$ cat src/rtl/recon_pkg.sv
package recon_pkg;

    typedef enum logic [1:0] {
        MODE_INTRA = 2'd0,
        MODE_SUM   = 2'd1,
        MODE_SKIP  = 2'd2
    } recon_mode_e;

    // Saturate a signed intermediate to an 8-bit pixel
    function automatic logic [7:0] sat8(input logic signed [11:0] v);
        logic [7:0] r;
        if (v < 12'sd0)        r = 8'd0;
        else if (v > 12'sd255) r = 8'd255;
        else                   r = v[7:0];
        return r;
    endfunction

    function automatic logic [7:0] rebuild(input recon_mode_e m,
                                           input logic [9:0] res,
                                           input logic [7:0] refp);
        logic signed [11:0] rx;
        logic signed [11:0] rf;
        logic [7:0]         r;
        rx = {{2{res[9]}}, res};
        rf = {4'b0000, refp};
        case (m)
            MODE_INTRA: r = sat8(rx + 12'sd128);
            MODE_SUM:   r = sat8(rx + rf);
            default:    r = refp;
        endcase
        return r;
    endfunction

endpackage

$ cat src/rtl/ref_delay_line.sv
module ref_delay_line #(
    parameter int W   = 8,
    parameter int LAT = 8
) (
    input  logic         clk,
    input  logic         rst_n,
    input  logic         adv,
    input  logic [W-1:0] din,
    output logic [W-1:0] dout
);
    localparam int AW    = (LAT < 1) ? 1 : $clog2(LAT + 1);
    localparam int DEPTH = 1 << AW;

    typedef struct packed {
        logic [AW-1:0] wptr;
        logic [AW-1:0] rptr;
    } ptr_t;

    ptr_t ptr_d, ptr_q;
    logic [W-1:0] mem [DEPTH];

    always_comb begin
        ptr_d = ptr_q;
        if (adv) begin
            ptr_d.wptr = ptr_q.wptr + 1'b1;
            ptr_d.rptr = ptr_q.rptr + 1'b1;
        end
    end

    always_ff @(posedge clk) begin
        if (!rst_n) begin
            ptr_q.wptr <= AW'(LAT);
            ptr_q.rptr <= '0;
        end else begin
            ptr_q <= ptr_d;
        end
    end

    always_ff @(posedge clk) begin
        if (!rst_n) begin
            for (int i = 0; i < DEPTH; i++) mem[i] <= '0;
        end else if (adv) begin
            mem[ptr_q.wptr] <= din;
        end
    end

    assign dout = mem[ptr_q.rptr];

endmodule

$ cat src/rtl/blk_sequencer.sv
module blk_sequencer
    import recon_pkg::*;
#(
    parameter int BLK_LEN = 64,
    parameter int MB_BLKS = 6
) (
    input  logic        clk,
    input  logic        rst_n,
    input  logic        adv,
    input  logic        flag_intra,
    input  logic        flag_coded,
    output recon_mode_e mode,
    output logic [1:0]  plane
);
    localparam int CW = $clog2(BLK_LEN);
    localparam int BW = $clog2(MB_BLKS);
    localparam logic [CW-1:0] LAST_SMP = CW'(BLK_LEN - 1);
    localparam logic [BW-1:0] LAST_BLK = BW'(MB_BLKS - 1);
    localparam logic [BW-1:0] CB_BLK   = BW'(MB_BLKS - 2);

    typedef struct packed {
        logic [CW-1:0] cnt;
        logic [BW-1:0] blk;
        logic          intra;
        logic          coded;
    } seq_t;

    seq_t seq_d, seq_q;
    logic first, eff_intra, eff_coded;

    always_comb begin
        first     = (seq_q.cnt == '0);
        eff_intra = first ? flag_intra : seq_q.intra;
        eff_coded = first ? flag_coded : seq_q.coded;
        if (eff_intra)      mode = MODE_INTRA;
        else if (eff_coded) mode = MODE_SUM;
        else                mode = MODE_SKIP;

        if (seq_q.blk == LAST_BLK)    plane = 2'd2;
        else if (seq_q.blk == CB_BLK) plane = 2'd1;
        else                          plane = 2'd0;

        seq_d = seq_q;
        if (adv) begin
            if (first) begin
                seq_d.intra = flag_intra;
                seq_d.coded = flag_coded;
            end
            seq_d.cnt = seq_q.cnt + 1'b1;
            if (seq_q.cnt == LAST_SMP) begin
                seq_d.cnt = '0;
                seq_d.blk = (seq_q.blk == LAST_BLK) ? '0 : seq_q.blk + 1'b1;
            end
        end
    end

    always_ff @(posedge clk) begin
        if (!rst_n) seq_q <= '0;
        else        seq_q <= seq_d;
    end

    a_r6_block_wrap: assert property (@(posedge clk) disable iff (!rst_n)
        (adv && seq_q.cnt == LAST_SMP) |=> (seq_q.cnt == '0));

    a_r9_plane_range: assert property (@(posedge clk) disable iff (!rst_n)
        plane != 2'd3);

endmodule

$ cat src/rtl/recon_mux_top.sv
module recon_mux_top
    import recon_pkg::*;
#(
    parameter int LAT     = 8,
    parameter int RES_W   = 10,
    parameter int PIX_W   = 8,
    parameter int BLK_LEN = 64,
    parameter int MB_BLKS = 6
) (
    input  logic             clk,
    input  logic             rst_n,
    input  logic             in_valid,
    output logic             in_ready,
    input  logic [RES_W-1:0] in_res,
    input  logic [PIX_W-1:0] in_ref,
    input  logic             in_intra,
    input  logic             in_coded,
    output logic             out_valid,
    input  logic             out_ready,
    output logic [PIX_W-1:0] out_pix,
    output logic [1:0]       out_plane
);
    typedef struct packed {
        logic             valid;
        logic [PIX_W-1:0] pix;
        logic [1:0]       plane;
    } out_t;

    out_t        o_d, o_q;
    logic        adv;
    logic [PIX_W-1:0] ref_dly;
    recon_mode_e mode;
    logic [1:0]  plane;

    assign in_ready = !o_q.valid || out_ready;
    assign adv      = in_valid && in_ready;

    ref_delay_line #(.W(PIX_W), .LAT(LAT)) u_dly (
        .clk  (clk),
        .rst_n(rst_n),
        .adv  (adv),
        .din  (in_ref),
        .dout (ref_dly)
    );

    blk_sequencer #(.BLK_LEN(BLK_LEN), .MB_BLKS(MB_BLKS)) u_seq (
        .clk       (clk),
        .rst_n     (rst_n),
        .adv       (adv),
        .flag_intra(in_intra),
        .flag_coded(in_coded),
        .mode      (mode),
        .plane     (plane)
    );

    always_comb begin
        o_d = o_q;
        if (adv) begin
            o_d.valid = 1'b1;
            o_d.pix   = rebuild(mode, in_res, ref_dly);
            o_d.plane = plane;
        end else if (out_ready) begin
            o_d.valid = 1'b0;
        end
    end

    always_ff @(posedge clk) begin
        if (!rst_n) o_q <= '0;
        else        o_q <= o_d;
    end

    assign out_valid = o_q.valid;
    assign out_pix   = o_q.pix;
    assign out_plane = o_q.plane;

    a_r7_accept_gives_output: assert property (@(posedge clk) disable iff (!rst_n)
        (in_valid && in_ready) |=> out_valid);

    a_r7_stall_blocks_input: assert property (@(posedge clk) disable iff (!rst_n)
        (out_valid && !out_ready) |-> !in_ready);

    a_r8_hold_when_stalled: assert property (@(posedge clk) disable iff (!rst_n)
        (out_valid && !out_ready) |=> (out_valid && $stable(out_pix) && $stable(out_plane)));

endmodule

$ cat config.mk
export PLATFORM = sky130hd
export DESIGN_NAME = recon_mux_top
export DESIGN_NICKNAME = d
export VERILOG_FILES = /design/src/rtl/recon_pkg.sv /design/src/rtl/ref_delay_line.sv /design/src/rtl/blk_sequencer.sv /design/src/rtl/recon_mux_top.sv
export SDC_FILE = /design/constraint.sdc
export NUM_CORES = 1
export LEC_CHECK = 0
export ABC_AREA = 1
export CORE_AREA = 2 2 123 125
export DETAILED_ROUTE_END_ITERATION = 6
export DIE_AREA = 0 0 125 127
export DONT_BUFFER_PORTS = 1
export GPL_ROUTABILITY_DRIVEN = 0
export GPL_TIMING_DRIVEN = 0
export PLACE_DENSITY_LB_ADDON = 0.05
export SLEW_MARGIN = 20
export SYNTH_ARGS = -nofsm -noshare
export SYNTH_HDL_FRONTEND = slang
export SYNTH_HIERARCHICAL = 1
export SYNTH_SLANG_ARGS = --single-unit
export TNS_END_PERCENT = 1
$ cat constraint.sdc
create_clock -name clk -period 3.5 [get_ports clk]
set_clock_uncertainty 0.15 [all_clocks]
set_input_delay 0 -clock clk [delete_from_list [all_inputs] [get_ports clk]]
set_output_delay 0 -clock clk [all_outputs]
set_load 0.01 [all_outputs]
---- Word level (Yosys, flattened, before mapping) ----
Memory sizes are Yosys's and may differ from the RTL's. A register that Yosys moved wholly into a read port is not among the register bits.
Index checks and enable logic that the tools add are counted.
word-level totals
  bits in registers ....................... 30
  bits in writable memories ............... 128
  bits of input ports ..................... 24
  output and inout port bits .............. 12
  logic and storage cells ................. 57
  memories ................................ 1
memory list
  memory     words  width  read ports  clocked after memory_dff  write ports  RTL line              source
  u_dly.mem  16     8      1           1                         16           ref_delay_line.sv:20  logic [W-1:0] mem [DEPTH];
cells by class
  add/subtract/negate cells ............... 6
  order comparisons ....................... 4
  eq/ne operators ......................... 4
  muxes and demuxes ....................... 24
  reductions and logical operators ........ 9
operator list
  operator                                                               count
  8-bit 2-to-1 mux                                                       5
  11-bit by 9-bit > comparator with 1-bit output, second input constant  2
  11-bit by 1-bit < comparator with 1-bit output, second input constant  2
  8-bit one-hot mux with 2 select lines                                  1
  4-bit 2-to-1 mux                                                       3
  10-bit by 9-bit adder with 11-bit output                               1
  10-bit by 9-bit adder with 11-bit output, second input constant        1
  1-bit 2-to-1 mux                                                       10
  9-bit 2-to-1 mux                                                       1
  4-bit by 1-bit adder with 4-bit output, second input constant          2
  8-bit OR reduction                                                     1
  6-bit by 1-bit adder with 6-bit output, second input constant          1
  3-bit equality test, second input constant                             2
  6-bit equality test, second input constant                             1
  6-bit zero test                                                        1
  2-bit 2-to-1 mux                                                       3
  2-bit AND reduction                                                    2
  3-bit by 1-bit adder with 3-bit output, second input constant          1
  3-bit 2-to-1 mux                                                       1
  2-bit by 1-bit equality test with 1-bit output, second input constant  1
  2-bit zero test                                                        1
  2-bit nonzero test                                                     1
  1-bit logical AND                                                      1
  1-bit zero test                                                        1
  1-bit logical OR                                                       1

---- Depth between registers and ports, before layout ----
  depth in word-level cells ............... 8
  gate-level depth with buffers ........... 21
  depth with buffers taken out ............ 20

---- Modules after synthesis ----
The synthesis kept the hierarchy.
by module, submodules not included
  module          times used  cells an instance  area each (um2)  sequential area each (um2)
  ref_delay_line  1           758                6695.2           4083.9
  recon_mux_top   1           179                1172.4           220.2
  blk_sequencer   1           93                 635.6            220.2

---- Least setup slack after synthesis ----
Ideal clock, no wire load.
  path type ............................... register -> register
  start point ............................. register (tool-made name)
  end point ............................... register o_q (netlist bit out_pix[2])
  setup time .............................. 0.122 ns
  data arrival time ....................... 2.317 ns
  required time ........................... 3.228 ns
  setup slack ............................. 0.911 ns
  cell stages (with the launch flop) ...... 19
  buffers on the path ..................... 2
  clock period less this slack ............ 2.589 ns
  path through ............................ dfxtp_1 buf_2 inv_1 buf_2 nand3_1 nand3_1 nand2_1 ha_1 fa_1 nand2_1 nand2_1 nand3_1 nand3_1 nand2_1 nand3_2 nand2_2 nand2_1 nand2_1 a21oi_2
RTL lines
  element               RTL line             source
  end signal, assigned  recon_mux_top.sv:68  if (!rst_n) o_q <= '0;
  end signal, assigned  recon_mux_top.sv:69  else o_q <= o_d;
  end, declared         recon_mux_top.sv:29  out_t o_d, o_q;

==> impl_metrics.json <==
{
  "drc": 0,
  "drt_iter0_drc": 566,
  "antenna_left": 0,
  "path_delay_family": "simple AND/OR/NAND/NOR gates",
  "async_reset_ff_frac": 0,
  "num-fill-cells": 1214,
  "drv_cap": 0,
  "seq_area_sq_um": 4520,
  "cts_buffers": 17,
  "cts_tree": "yes",
  "ios": 36,
  "tightest_slew_ns": 0.781,
  "clk_latency_ns": 0.42,
  "start_util": 0.590,
  "nets": 1126,
  "yosysTopAreaCell": "edfxtp_1",
  "yosysMostFrequentCell": "nand2_1",
  "avgSynthCellArea_sq_um": 8.26,
  "slowest_delay_ns": 0.41,
  "cts.sinks": 162,
  "final.setup.worst_slack_ns": 0.161,
  "finalCritPeriodShare": 0.954,
  "grt_max_degree": 17,
  "row_count": 44,
  "synth_area_sq_um": 8500,
  "grt_pass1_vias": 6632,
  "cellLeakagePower_uw": 0.00439,
  "coreArea_sq_um": 14400,
  "hpwl_um": 15200,
  "switching_power_uw": 1250,
  "area_delta_synth_final_pct": 13.9,
  "seqPwrFrac": 0.456,
  "crit_buf_inv": 2,
  "status": "finished clean",
  "comb_power_share": 0.155,
  "fin_setup_tns_ns": 0,
  "synth_area_leaders": "edfxtp_1 (45%), nand2_1 (12%), dfxtp_1 (8.0%), nor2_1 (7.0%), inv_1 (6.6%)",
  "seq_area_frac_synth": 0.532,
  "ys_ff_latch": 162,
  "max_freq_mhz": 300,
  "fin_cells": 1282,
  "synth_edf_count": 128,
  "dp_slack_ns": 0.250,
  "sw_frac_of_total": 0.261,
  "wirelength_um": 22200,
  "placed_cell_area_sq_um": 8730,
  "worst_setup_path_end_kind": "flop",
  "rsz0062_at_grt": "no",
  "critPathRequiredTime_ns": 3.65,
  "grtUsageTotal": 0.288,
  "drive_gt1_frac": 0.0975,
  "path_class": "reg -> reg",
  "synth_cell_types": 36,
  "slew_headroom": 0.479,
  "die_w_um": 125,
  "vias": 6894,
  "netlist_instances": 1030,
  "place_inst": 1214,
  "hp-start": "in_res[3]",
  "clk_pin_slew_ns": 0.06,
  "crit_slowest_cell": "fa_1",
  "hold_slack_ns": 0.0154,
  "p_int_uw": 3560,
  "multi_input_area_sq_um": 3180,
  "placement.io_buffers": 0,
  "wl_per_cell_um": 17.3,
  "synth_top_flop_cell": "edfxtp_1",
  "startpoint_type": "flop",
  "htree_levels": 4,
  "cts_buffer_depth": 2,
  "powerDensity_nw_per_um2": 497,
  "antenna_found_initial": 1,
  "ys_warn_count": 6,
  "fin_area_sq_um": 9680,
  "postCtsSetupBuffers": 0,
  "overflow": 0,
  "synth_top_area_frac": 0.452,
  "grt_first_pass_wirelength_um": 34600,
  "vdd_drop_max_uv": 329,
  "synthTopCellsByCount": "nand2_1 (267), nor2_1 (158), inv_1 (149)",
  "firstDrtPassIters": 5,
  "hold_path_class": "in -> reg",
  "period_needed_ns": 3.34,
  "finalSetupViolCount": 0,
  "power_frac_clock": 0.389,
  "slew_violations": 0,
  "vias_per_cell": 5.38,
  "hold_viol": 0,
  "dieArea_sq_um": 15900,
  "syn_nets": 1072,
  "die_h_um": 127,
  "cp_common_cell": "nand2_1",
  "crit_chain": "inv_2 -> buf_2 -> nand2_1 -> nand3_1 -> nand3_1 -> nand3_1 -> nand2_1 -> ha_1 -> fa_1 -> nand2_1 -> nand2_1 -> nand3_1 -> nand3_1 -> nand2_1 -> nand3_2 -> nand2_2 -> nand2_1 -> nand2_1 -> a21oi_2",
  "cts.root.buffer_cell": "clkbuf_16",
  "crit_path_max_fanout": 10,
  "arrival_ns": 3.49
}
## worst paths after layout
| path | end | slack [ns] | cells past startpoint |
|---|---|---|---|
| worst min register to register | u_dly/ptr_q[3]$_SDFFE_PN0P_ | 0.30 | 1 |
| worst max register to register | out_pix[6]$_SDFFE_PN0P_ | 0.16 | 19 |
| worst max-delay path | out_pix[6]$_SDFFE_PN0P_ | 0.16 | 19 |
| worst min-delay path | out_pix[3]$_SDFFE_PN0P_ | 0.02 | 6 |
## layout make-up
| cell class | count | area share |
|---|---|---|
| Antenna cell | 1 | 0.000258 |
| Buffer | 41 | 0.0229 |
| Clock buffer | 21 | 0.0475 |
| Clock inverter | 11 | 0.0141 |
| Inverter | 153 | 0.0593 |
| Multi-Input combinational cell | 674 | 0.329 |
| Sequential cell | 162 | 0.467 |
| Tap cell | 184 | 0.0238 |
| Timing Repair Buffer | 35 | 0.0362 |
## per-layer routing
metal | part of all wire | routed length (um) | GRT usage
met1 | 0.40 | 8890 | 0.357
met2 | 0.49 | 10800 | 0.501
met3 | 0.076 | 1690 | 0.0540
met4 | 0.036 | 806 | 0.117
met5 | 0 | 0 | 0
## cells by family after synthesis
| family | after synthesis | share of synthesized area |
|---|---|---|
| AND/OR/NAND/NOR | 583 | 0.294 |
| buffers and inverters | 194 | 0.0934 |
| flip-flops | 162 | 0.532 |
| AO/OA/AOI/OAI | 67 | 0.0472 |
| adder cells (fa/ha/maj) | 18 | 0.0274 |
| XOR/XNOR | 6 | 0.00618 |
## timing repair
| action | CTS | global route |
|---|---|---|
| hold buffers | 35 | 0 |
| endpoints found under the setup margin | 0 | 5 |
| resized for setup | 0 | 2 |
| hold endpoints to repair | 83 | 0 |
## sequential cells by signal, indices dropped and copies added, names as in the netlist, named ones only
register	cells
u_dly/mem	128
u_seq/seq_q	11
out_pix	8
u_dly/ptr_q	8
out_plane	2
out_valid	1
## power groups by stage
stage | clock network (uW) | registers, uW | logic (uW)
5_1_grt | 1970 | 2200 | 822
4_1_cts | 1890 | 2190 | 733
3_3_place_gp | 0 | 2230 | 675
2_1_floorplan | 0 | 2230 | 503
6_report | 1870 | 2190 | 746
3_5_place_dp | 0 | 2230 | 683
## cells in the final DEF, fill, tap and decap left out, types with 2 or more instances in the layout
| cell | n |
|---|---|
| dlygate4sd3_1 | 35 |
| nand4_1 | 6 |
| nand3_1 | 110 |
| ha_1 | 17 |
| nand2_1 | 267 |
| o21ai_0 | 20 |
| inv_1 | 149 |
| nor2_1 | 158 |
| clkbuf_1 | 11 |
| clkbuf_16 | 17 |
| a21oi_1 | 26 |
| xor2_1 | 3 |
| inv_2 | 4 |
| xnor2_1 | 3 |
| nor3_1 | 5 |
| nand3_2 | 4 |
| dfxtp_1 | 34 |
| clkinv_2 | 4 |
| nor2_4 | 4 |
| buf_1 | 5 |
| edfxtp_1 | 128 |
| o21a_1 | 5 |
| buf_2 | 14 |
| nor2_2 | 6 |
| a21oi_2 | 9 |
| o21ai_2 | 2 |
| o21ai_1 | 2 |
| clkinvlp_4 | 3 |
| clkbuf_8 | 2 |
| bufinv_16 | 3 |
| nand2_2 | 18 |
| buf_4 | 11 |
## worst min-delay path: stages
cell	delay (ns)
ha_1	0.13
inv_1	0.06
xor2_1	0.16
nand2_1	0.06
nand2_1	0.08
a21oi_2	0.05
## stage by stage
stage / utilization / power (uW)
detailed placement: 0.605 / 2920
global placement: 0.605 / 2910
floorplan: - / 2730
finish: 0.671 / 4810
CTS: 0.671 / 4820
global route: 0.671 / 5000
Note: power is estimated with default switching activity, not from simulation.
